$ cat config.mk
export PLATFORM = sky130hd
export DESIGN_NAME = strobe_fifo
export DESIGN_NICKNAME = d
export VERILOG_FILES = /design/src/rtl/sfifo_pkg.sv /design/src/rtl/sfifo_strobe_sync.sv /design/src/rtl/sfifo_mem.sv /design/src/rtl/sfifo_ctrl.sv /design/src/rtl/strobe_fifo.sv
export SDC_FILE = /design/constraint.sdc
export NUM_CORES = 2
export LEC_CHECK = 0
export BUFFER_PORTS_ARGS = -buffer_cell sky130_fd_sc_hd__buf_2
export CAP_MARGIN = 20
export CORE_MARGIN = 1
export CORE_UTILIZATION = 30
export DETAILED_ROUTE_END_ITERATION = 16
export SLEW_MARGIN = 20
export SYNTH_ARGS = -nofsm -noshare
export SYNTH_HDL_FRONTEND = slang
export SYNTH_SLANG_ARGS = --single-unit
$ cat constraint.sdc
create_clock -name clk -period 3.7 [get_ports clk]
set_input_delay 0.555 -clock clk [delete_from_list [all_inputs] [get_ports clk]]
set_output_delay 0.555 -clock clk [all_outputs]
set_load 0.1 [all_outputs]
$ cat src/rtl/sfifo_pkg.sv
package sfifo_pkg;

    localparam int unsigned WORD_W = 9;

    // Pointer movement chosen in a cycle: {write, read}
    typedef enum logic [1:0] {
        OP_IDLE  = 2'b00,
        OP_READ  = 2'b01,
        OP_WRITE = 2'b10,
        OP_BOTH  = 2'b11
    } op_e;

endpackage

$ cat src/rtl/sfifo_strobe_sync.sv
module sfifo_strobe_sync #(
    parameter int unsigned STAGES = 2
) (
    input  logic clk,
    input  logic rst_n,
    input  logic strobe_n,
    output logic level,
    output logic rise
);
    localparam int unsigned CW = STAGES + 1;

    logic [CW-1:0] chain_d, chain_q;

    always_comb begin
        chain_d = {chain_q[CW-2:0], strobe_n};
    end

    always_ff @(posedge clk or negedge rst_n) begin
        if (!rst_n) chain_q <= '1;
        else        chain_q <= chain_d;
    end

    // level is the synchronised strobe; rise marks low-to-high
    assign level = chain_q[STAGES-1];
    assign rise  = chain_q[STAGES-1] & ~chain_q[STAGES];
endmodule

$ cat src/rtl/sfifo_mem.sv
module sfifo_mem #(
    parameter int unsigned DEPTH = 256,
    parameter int unsigned WIDTH = 9,
    localparam int unsigned AW = $clog2(DEPTH)
) (
    input  logic             clk,
    input  logic             wr_en,
    input  logic [AW-1:0]    wr_addr,
    input  logic [WIDTH-1:0] wr_data,
    input  logic [AW-1:0]    rd_addr,
    output logic [WIDTH-1:0] rd_data
);
    logic [WIDTH-1:0] store [DEPTH];

    always_ff @(posedge clk) begin
        if (wr_en) store[wr_addr] <= wr_data;
    end

    assign rd_data = store[rd_addr];
endmodule

$ cat src/rtl/sfifo_ctrl.sv
module sfifo_ctrl
    import sfifo_pkg::*;
#(
    parameter int unsigned DEPTH = 256,
    localparam int unsigned AW = $clog2(DEPTH),
    localparam int unsigned PW = AW + 1
) (
    input  logic          clk,
    input  logic          rst_n,
    input  logic          wr_ev,
    input  logic          rd_ev,
    input  logic          rt_ev,
    output logic          wr_en,
    output logic [AW-1:0] wr_addr,
    output logic [AW-1:0] rd_addr,
    output logic          empty,
    output logic          full,
    output logic          half_full,
    output logic [PW-1:0] occupancy
);
    localparam logic [PW-1:0] FULL_CNT = PW'(DEPTH);
    localparam logic [PW-1:0] HALF_CNT = PW'(DEPTH / 2);

    typedef struct packed {
        logic [PW-1:0] wp;
        logic [PW-1:0] rp;
        logic          empty;
        logic          full;
        logic          half;
    } ctrl_t;

    ctrl_t         st_d, st_q;
    op_e           op;
    logic [PW-1:0] cnt_d;

    always_comb begin
        st_d = st_q;
        op   = op_e'({wr_ev & ~st_q.full, rd_ev & ~st_q.empty & ~rt_ev});
        unique case (op)
            OP_WRITE: st_d.wp = st_q.wp + 1'b1;
            OP_READ:  st_d.rp = st_q.rp + 1'b1;
            OP_BOTH: begin
                st_d.wp = st_q.wp + 1'b1;
                st_d.rp = st_q.rp + 1'b1;
            end
            default: ;
        endcase
        if (rt_ev) st_d.rp = '0;
        cnt_d      = st_d.wp - st_d.rp;
        st_d.empty = (cnt_d == '0);
        st_d.full  = (cnt_d == FULL_CNT);
        st_d.half  = (cnt_d > HALF_CNT);
    end

    always_ff @(posedge clk or negedge rst_n) begin
        if (!rst_n) st_q <= '{wp: '0, rp: '0, empty: 1'b1, full: 1'b0, half: 1'b0};
        else        st_q <= st_d;
    end

    assign wr_en     = op[1];
    assign wr_addr   = st_q.wp[AW-1:0];
    assign rd_addr   = st_q.rp[AW-1:0];
    assign empty     = st_q.empty;
    assign full      = st_q.full;
    assign half_full = st_q.half;
    assign occupancy = st_q.wp - st_q.rp;
endmodule

$ cat src/rtl/strobe_fifo.sv
module strobe_fifo #(
    parameter int unsigned DEPTH       = 256,
    parameter int unsigned WIDTH       = sfifo_pkg::WORD_W,
    parameter int unsigned SYNC_STAGES = 2,
    localparam int unsigned AW = $clog2(DEPTH),
    localparam int unsigned PW = AW + 1
) (
    input  logic             clk,
    input  logic             rst_n,
    input  logic             wr_n,
    input  logic             rd_n,
    input  logic             rt_n,
    input  logic [WIDTH-1:0] din,
    output logic [WIDTH-1:0] dout,
    output logic             rd_oe,
    output logic             empty,
    output logic             full,
    output logic             half_full
);
    localparam int unsigned NSTROBE = 3;

    logic [NSTROBE-1:0] strobe_in, strobe_lvl, strobe_rise;
    logic               wr_rise, rd_rise, rt_rise;
    logic               wr_en;
    logic [AW-1:0]      wr_addr, rd_addr;
    logic [PW-1:0]      occupancy;
    logic               unused_lvl;

    assign strobe_in = {rt_n, rd_n, wr_n};

    for (genvar g = 0; g < NSTROBE; g++) begin : g_sync
        sfifo_strobe_sync #(.STAGES(SYNC_STAGES)) u_sync (
            .clk      (clk),
            .rst_n    (rst_n),
            .strobe_n (strobe_in[g]),
            .level    (strobe_lvl[g]),
            .rise     (strobe_rise[g])
        );
    end

    assign wr_rise    = strobe_rise[0];
    assign rd_rise    = strobe_rise[1];
    assign rt_rise    = strobe_rise[2];
    assign unused_lvl = strobe_lvl[0] ^ strobe_lvl[2];

    sfifo_ctrl #(.DEPTH(DEPTH)) u_ctrl (
        .clk       (clk),
        .rst_n     (rst_n),
        .wr_ev     (wr_rise),
        .rd_ev     (rd_rise),
        .rt_ev     (rt_rise),
        .wr_en     (wr_en),
        .wr_addr   (wr_addr),
        .rd_addr   (rd_addr),
        .empty     (empty),
        .full      (full),
        .half_full (half_full),
        .occupancy (occupancy)
    );

    sfifo_mem #(.DEPTH(DEPTH), .WIDTH(WIDTH)) u_mem (
        .clk     (clk),
        .wr_en   (wr_en),
        .wr_addr (wr_addr),
        .wr_data (din),
        .rd_addr (rd_addr),
        .rd_data (dout)
    );

    // bus driven while the synchronised read strobe is low and data exists
    assign rd_oe = ~strobe_lvl[1] & ~empty;
endmodule

**After elaboration in Yosys (flattened, before gate mapping)**

Memory sizes are Yosys's and may differ from the RTL's.
Cells that the tools add are included.

- Register bits: 30
- Memory bits (writable): 2,304
- Input port bits: 14
- Memories kept: 1

Memories:

| memory | depth | width | rd ports | clocked after memory_dff | write ports | line | RTL |
|---|---|---|---|---|---|---|---|
| u_mem.store | 256 | 9 | 1 | 0 | 1 | sfifo_mem.sv:13 | `logic [WIDTH-1:0] store [DEPTH];` |

- Add/subtract/negate cells: 3
- Magnitude comparators: 1
- Equal/unequal tests: 4
- Muxes and demuxes: 5
- Bitwise operators: 14
- Reduce and logical (&&, ||, !) cells: 3

Operators with widths:

| cell | number |
|---|---|
| $mux 9 | 3 |
| $add 9x1->9 const B | 2 |
| $eq 9x9->1 const B | 1 |
| $gt 9x8->1 const B | 1 |
| $logic_not 9->1 | 1 |
| $sub 9x9->9 | 1 |
| $and 1x1->1 | 7 |
| $not 1->1 | 7 |
| $eq 2x2->1 const B | 2 |
| $reduce_or 2->1 | 2 |
| $eq 2x1->1 const B | 1 |
| $mux 1 | 2 |

**Longest topological paths before layout**

- Depth after elaboration: 10
- Depth in mapped cells: 18
- Mapped depth without buffers: 12

**Hierarchy**

From an unflattened synthesis, not the netlist that was laid out.

- Cell total of the unflattened synthesis: 4,436
- Area, all modules: 91,136.2 sq um

Modules (own cells, without submodules):

| module | times used | cells each | area each (sq um) | seq. area each (sq um) |
|---|---|---|---|---|
| sfifo_mem | 1 | 4,228 | 89,098.0 | 69,186.4 |
| sfifo_ctrl | 1 | 195 | 1,756.7 | 526.8 |
| sfifo_strobe_sync | 3 | 4 | 92.6 | 78.8 |
| strobe_fifo | 1 | 1 | 3.8 | 0.0 |

**Least setup slack after synthesis**

No wires, ideal clock.

- Path kind: reg-to-output
- From: register u_ctrl.st_q, in the netlist u_ctrl.rd_addr[0]
- To: output dout[4]
- Arrival time: 4.213 ns
- Required time: 3.145 ns
- Slack: -1.068 ns
- Cell stages (with the launch flop): 13
- Path buffers: 6
- Path through: dfrtp_1 -> buf_6 -> buf_12 -> buf_12 -> buf_12 -> buf_12 -> buf_6 -> mux2i_1 -> a22oi_1 -> o211ai_1 -> a21oi_1 -> nor3_1 -> a222oi_1

- Longest elaborated chain between the ends: 1

RTL lines:

| item | line | RTL |
|---|---|---|
| from (decl) | sfifo_ctrl.sv:32 | `ctrl_t st_d, st_q;` |
| from (signal assigned) | sfifo_ctrl.sv:56 | `if (!rst_n) st_q <= '{wp: '0, rp: '0, empty: 1'b1, full: 1'b0, half: 1'b0};` |
| from (signal assigned) | sfifo_ctrl.sv:57 | `else st_q <= st_d;` |
| $mem_v2 256x9 | -- |  |
| to (decl) | strobe_fifo.sv:14 | `output logic [WIDTH-1:0] dout,` |

Every way passes these cells.

**Worst setup path after layout**

- From: register u_ctrl.st_q, in the netlist u_ctrl.rd_addr[0]
- To: output dout[6]

The elaborated chain is that of the path after synthesis.

==> results.rst <==
.. list-table::
   :header-rows: 1

   * - Metric
     - Value
   * - Wire length of the first global-routing pass
     - roughly 380000 µm
   * - Part of the Yosys area used for sequential elements
     - 0.769
   * - DRT iter0 DRCs
     - between 6000 and 7000
   * - Kind of end point of the critical path
     - primary output
   * - Part of the cycle the worst path needs
     - 1.27
   * - Num CTS Buffers
     - around 230
   * - Vias
     - ~50000
   * - Required time worst endpoint
     - 3.14 ns
   * - Final core utilization
     - 0.371
   * - Commonest non-fill, non-tap cell in the layout
     - sky130_fd_sc_hd__edfxtp_1
   * - TritonCTS clock tree
     - yes
   * - Worst r2r dst
     - u_ctrl.half_full
   * - Layout overhead on the synthesized area
     - 22.8%
   * - DRC violations left
     - 0
   * - Buffer cell driving the clock tree root
     - sky130_fd_sc_hd__clkbuf_16
   * - Failing checks
     - negative setup slack
   * - Layout cell share with drive strength beyond 1
     - 0.356
   * - First-pass iteration count of the detailed router
     - 6
   * - Distinct cell type count after synthesis
     - 77
   * - Routed wirelength normalized by instance count
     - roughly 29 µm
   * - Overall die width
     - ~550 µm
   * - Critical path launch point
     - u_ctrl.rd_addr[0]
   * - Initial antenna violation count
     - 4
   * - Global routing usage summed across all routing layers
     - 0.172
   * - Fraction of registers with async set/reset
     - 0.0129
   * - Worst slew margin relative to its limit
     - 0.171
   * - Power after layout
     - between 70000 and 80000 µW
   * - Mapped cell area
     - between 90000 and 100000 µm²
   * - Power density over the cells
     - between 600 and 700 nW/µm²
   * - Post-route antenna net violation count
     - 0
   * - Syn Area/Cell
     - between 20 and 25 µm²
   * - Syn Nets
     - approximately 4400
   * - Peak supply drop
     - ~0.44 mV
   * - Fmax achieved
     - approximately 0.21 GHz
   * - Worst Reg2Reg Path Length in Cells
     - 19
   * - Gp weighted congestion
     - roughly 0.9
   * - Number of core rows
     - ~200
   * - Number of enable flip-flop cells after synthesis
     - roughly 2300
   * - I/O pin total
     - 27
   * - Number of sinks driven by the clock tree
     - between 2000 and 2500
   * - Crit Reg-Reg Startpoint
     - u_ctrl.rd_addr[0]
   * - Main synth FF type
     - sky130_fd_sc_hd__edfxtp_1
   * - Synthesized netlist cell count
     - 4333
   * - Pin count of the biggest net entering global routing
     - 165
   * - Height of the die
     - 553 µm
   * - Detail Placement HPWL
     - about 170000 µm
   * - Path type of the worst min-delay path
     - in2reg
   * - Count of final max-slew check failures
     - 0
   * - Maximum clock skew at final layout
     - ~0.062 ns
   * - Register-to-register path setup slack
     - about 0.010 ns
   * - Finish-stage setup viols
     - 9
   * - Cell area reported after detailed placement
     - just over 100000 µm²
   * - Quantity of I/O buffers inserted on ports
     - 26
   * - Average vias per placed instance
     - roughly 5.2
   * - Final Critical Period
     - ~4.7 ns
   * - Setup repair after global routing missed its margin
     - true
   * - Slew at the pin closest to its max-slew limit
     - about 1.2 ns
   * - Yosys warning total
     - 0
   * - Data arrival time of the worst path
     - around 4.2 ns
   * - Leakage dissipation
     - between 0.03 and 0.04 µW
   * - Startpoint types
     - register
   * - Htree depth
     - 4
   * - Result of the run
     - finished with violations
   * - Setup CP Type
     - reg2out
   * - Max-cap violation count
     - 0
   * - Nets@finish
     - between 5000 and 6000
   * - Starting Density
     - 0.302
   * - Placeable core region
     - roughly 300000 µm²
   * - Final Hold Violating Endpoints
     - 0
   * - Area of all placed cells without fillers
     - 112000 µm²
   * - Most frequent cells in the layout
     - sky130_fd_sc_hd__edfxtp_1 (2304), sky130_fd_sc_hd__buf_4 (716), sky130_fd_sc_hd__mux4_2 (489), sky130_fd_sc_hd__nor2_1 (293), sky130_fd_sc_hd__clkbuf_16 (231)
   * - Maximum count of clock buffers along a single path
     - 3
   * - Biggest fanout along the worst timing path
     - 10
   * - Register bit count reported by yosys
     - approximately 2300
   * - Number of global-route vias before repair
     - between 40000 and 50000
   * - Global route total overflow
     - 0
   * - Die area
     - between 300000 and 400000 µm²
   * - Total length of routed wires
     - 269000 µm
   * - Worst Slack Setup Final
     - -1.00 ns
   * - Clock insertion delay at the later pin of the skew report
     - around 0.9 ns
   * - Clock edge transition at the registers on the reported setup and hold paths
     - about 0.060 ns
   * - Worst setup endpoint
     - dout[6]
==> worst max-delay path, cell delays in order, from the launching register on <==
cell and delay (ns):
sky130_fd_sc_hd__dfrtp_4 0.49, sky130_fd_sc_hd__buf_16 0.20, sky130_fd_sc_hd__buf_6 0.16, sky130_fd_sc_hd__buf_16 0.15, sky130_fd_sc_hd__mux4_2 0.50, sky130_fd_sc_hd__mux4_2 0.48
sky130_fd_sc_hd__a22oi_2 0.45, sky130_fd_sc_hd__a211oi_2 0.21, sky130_fd_sc_hd__a21o_4 0.28, sky130_fd_sc_hd__buf_12 0.14, sky130_fd_sc_hd__buf_12 0.15
==> cell type report <==
class | instances | area (µm²)
tap | 3958 | 4950
fill | 27321 | 189000
antenna | 3 | 7.51
clock inverter | 157 | 1740
multi-input combinational | 1729 | 20600
clock buffer | 270 | 5910
inverter | 15 | 58.8
timing repair buffer | 887 | 8520
sequential | 2334 | 70000
==> power breakdown <==
part	internal, µW	total, µW	switching [µW]	leakage (µW)
sequential	29200	29300	116	0.0211
combinational	8600	18100	9480	0.0109
clock	13400	23600	10200	0.00368
==> registers in the layout, summed over array words and instances, names as in the netlist <==
register               cells
u_ctrl.half_full           1
u_mem.store             2304
u_ctrl.rd_addr             8
u_ctrl.full                1
u_ctrl.wr_addr             8
u_ctrl.empty               1
u_ctrl.st_q                2
g_sync.u_sync.chain_q      9
==> per-stage QoR <==
stage / setup slack (ns) / setup TNS (ns) / cells / hold WS [ns]
finish: -1.00 / -8.41 / 9353 / 0.0999
global route: -1.07 / -9.29 / 9351 / 0.0823
CTS: -1.07 / -9.08 / 9337 / 0.0549
detailed placement: -0.816 / -4.97 / 8850 / 0.347
global placement: -0.790 / -4.91 / 8850 / 0.351
floorplan: -1.05 / -1.05 / 4333 / 0.259
==> per-layer routing <==
layer  global-route usage  vias to the layer above  share of wire
met5                    0                        -              0
met4               0.0552                        0          0.033
met3               0.0300                      402          0.088
met2                0.277                     2539           0.47
met1                0.238                    26172           0.41
li1                     -                    19895              -
==> cell usage after synthesis, drive strengths merged, types with 6 or more instances <==
| master | number | area, µm² |
|---|---|---|
| mux2 | 7 | 78.8 |
| o21ai | 49 | 245 |
| o2111ai | 8 | 70.1 |
| nand3 | 31 | 155 |
| a22o | 19 | 166 |
| a2111oi | 7 | 63.8 |
| a221oi | 46 | 415 |
| o221ai | 30 | 263 |
| ha | 12 | 150 |
| nand2 | 82 | 308 |
| clkbuf | 108 | 405 |
| buf | 147 | 1250 |
| dfstp | 10 | 263 |
| xnor2 | 16 | 140 |
| o21a | 6 | 45.0 |
| nor2b | 22 | 138 |
| mux4 | 493 | 11100 |
| o22ai | 31 | 194 |
| and2 | 9 | 56.3 |
| nor4 | 8 | 62.6 |
| nor3 | 15 | 75.1 |
| o211ai | 14 | 105 |
| mux2i | 225 | 2250 |
| a211oi | 31 | 233 |
| a22oi | 94 | 706 |
| a31oi | 14 | 87.6 |
| nand2b | 8 | 50.1 |
| dfrtp | 20 | 500 |
| edfxtp | 2304 | 69200 |
| nor2 | 301 | 1130 |
| or2 | 8 | 50.1 |
| inv | 15 | 56.3 |
| a21oi | 76 | 380 |
==> how the worst min path moves through the flow <==
| stage | to | slack (ns) | cells past startpoint | start |
|---|---|---|---|---|
| global placement | g_sync[0].u_sync.chain_q[1] | 0.35 | 0 | g_sync[0].u_sync.chain_q[0] |
| CTS | u_mem.store[194][3] | 0.05 | 1 | din[3] |
| detailed placement | g_sync[2].u_sync.chain_q[1] | 0.35 | 0 | g_sync[2].u_sync.chain_q[0] |
| global route | u_mem.store[85][3] | 0.08 | 1 | din[3] |
| floorplan | u_ctrl.full | 0.26 | 0 | rst_n |
| finish | u_mem.store[194][3] | 0.1 | 1 | din[3] |
==> timing repair <==
action                                  in CTS  in global routing
gates cloned                                12                  1
endpoints found under the setup margin      12                 12
setup buffers                               56                 18
resized for setup                          214                 79
hold buffers                                 4                  0
hold endpoints to repair                    23                  0
pin swaps                                   47                 52
==> logic make-up after synthesis <==
kind of cell	count (synthesis)	share of synthesized area
compound gates	463	0.0364
xor+xnor	18	0.00173
fa+ha+maj	13	0.00187
buf+inv	270	0.0188
flops	2334	0.769
mux	725	0.148
simple gates	510	0.0245
Note: power is estimated with default switching activity, not from simulation.
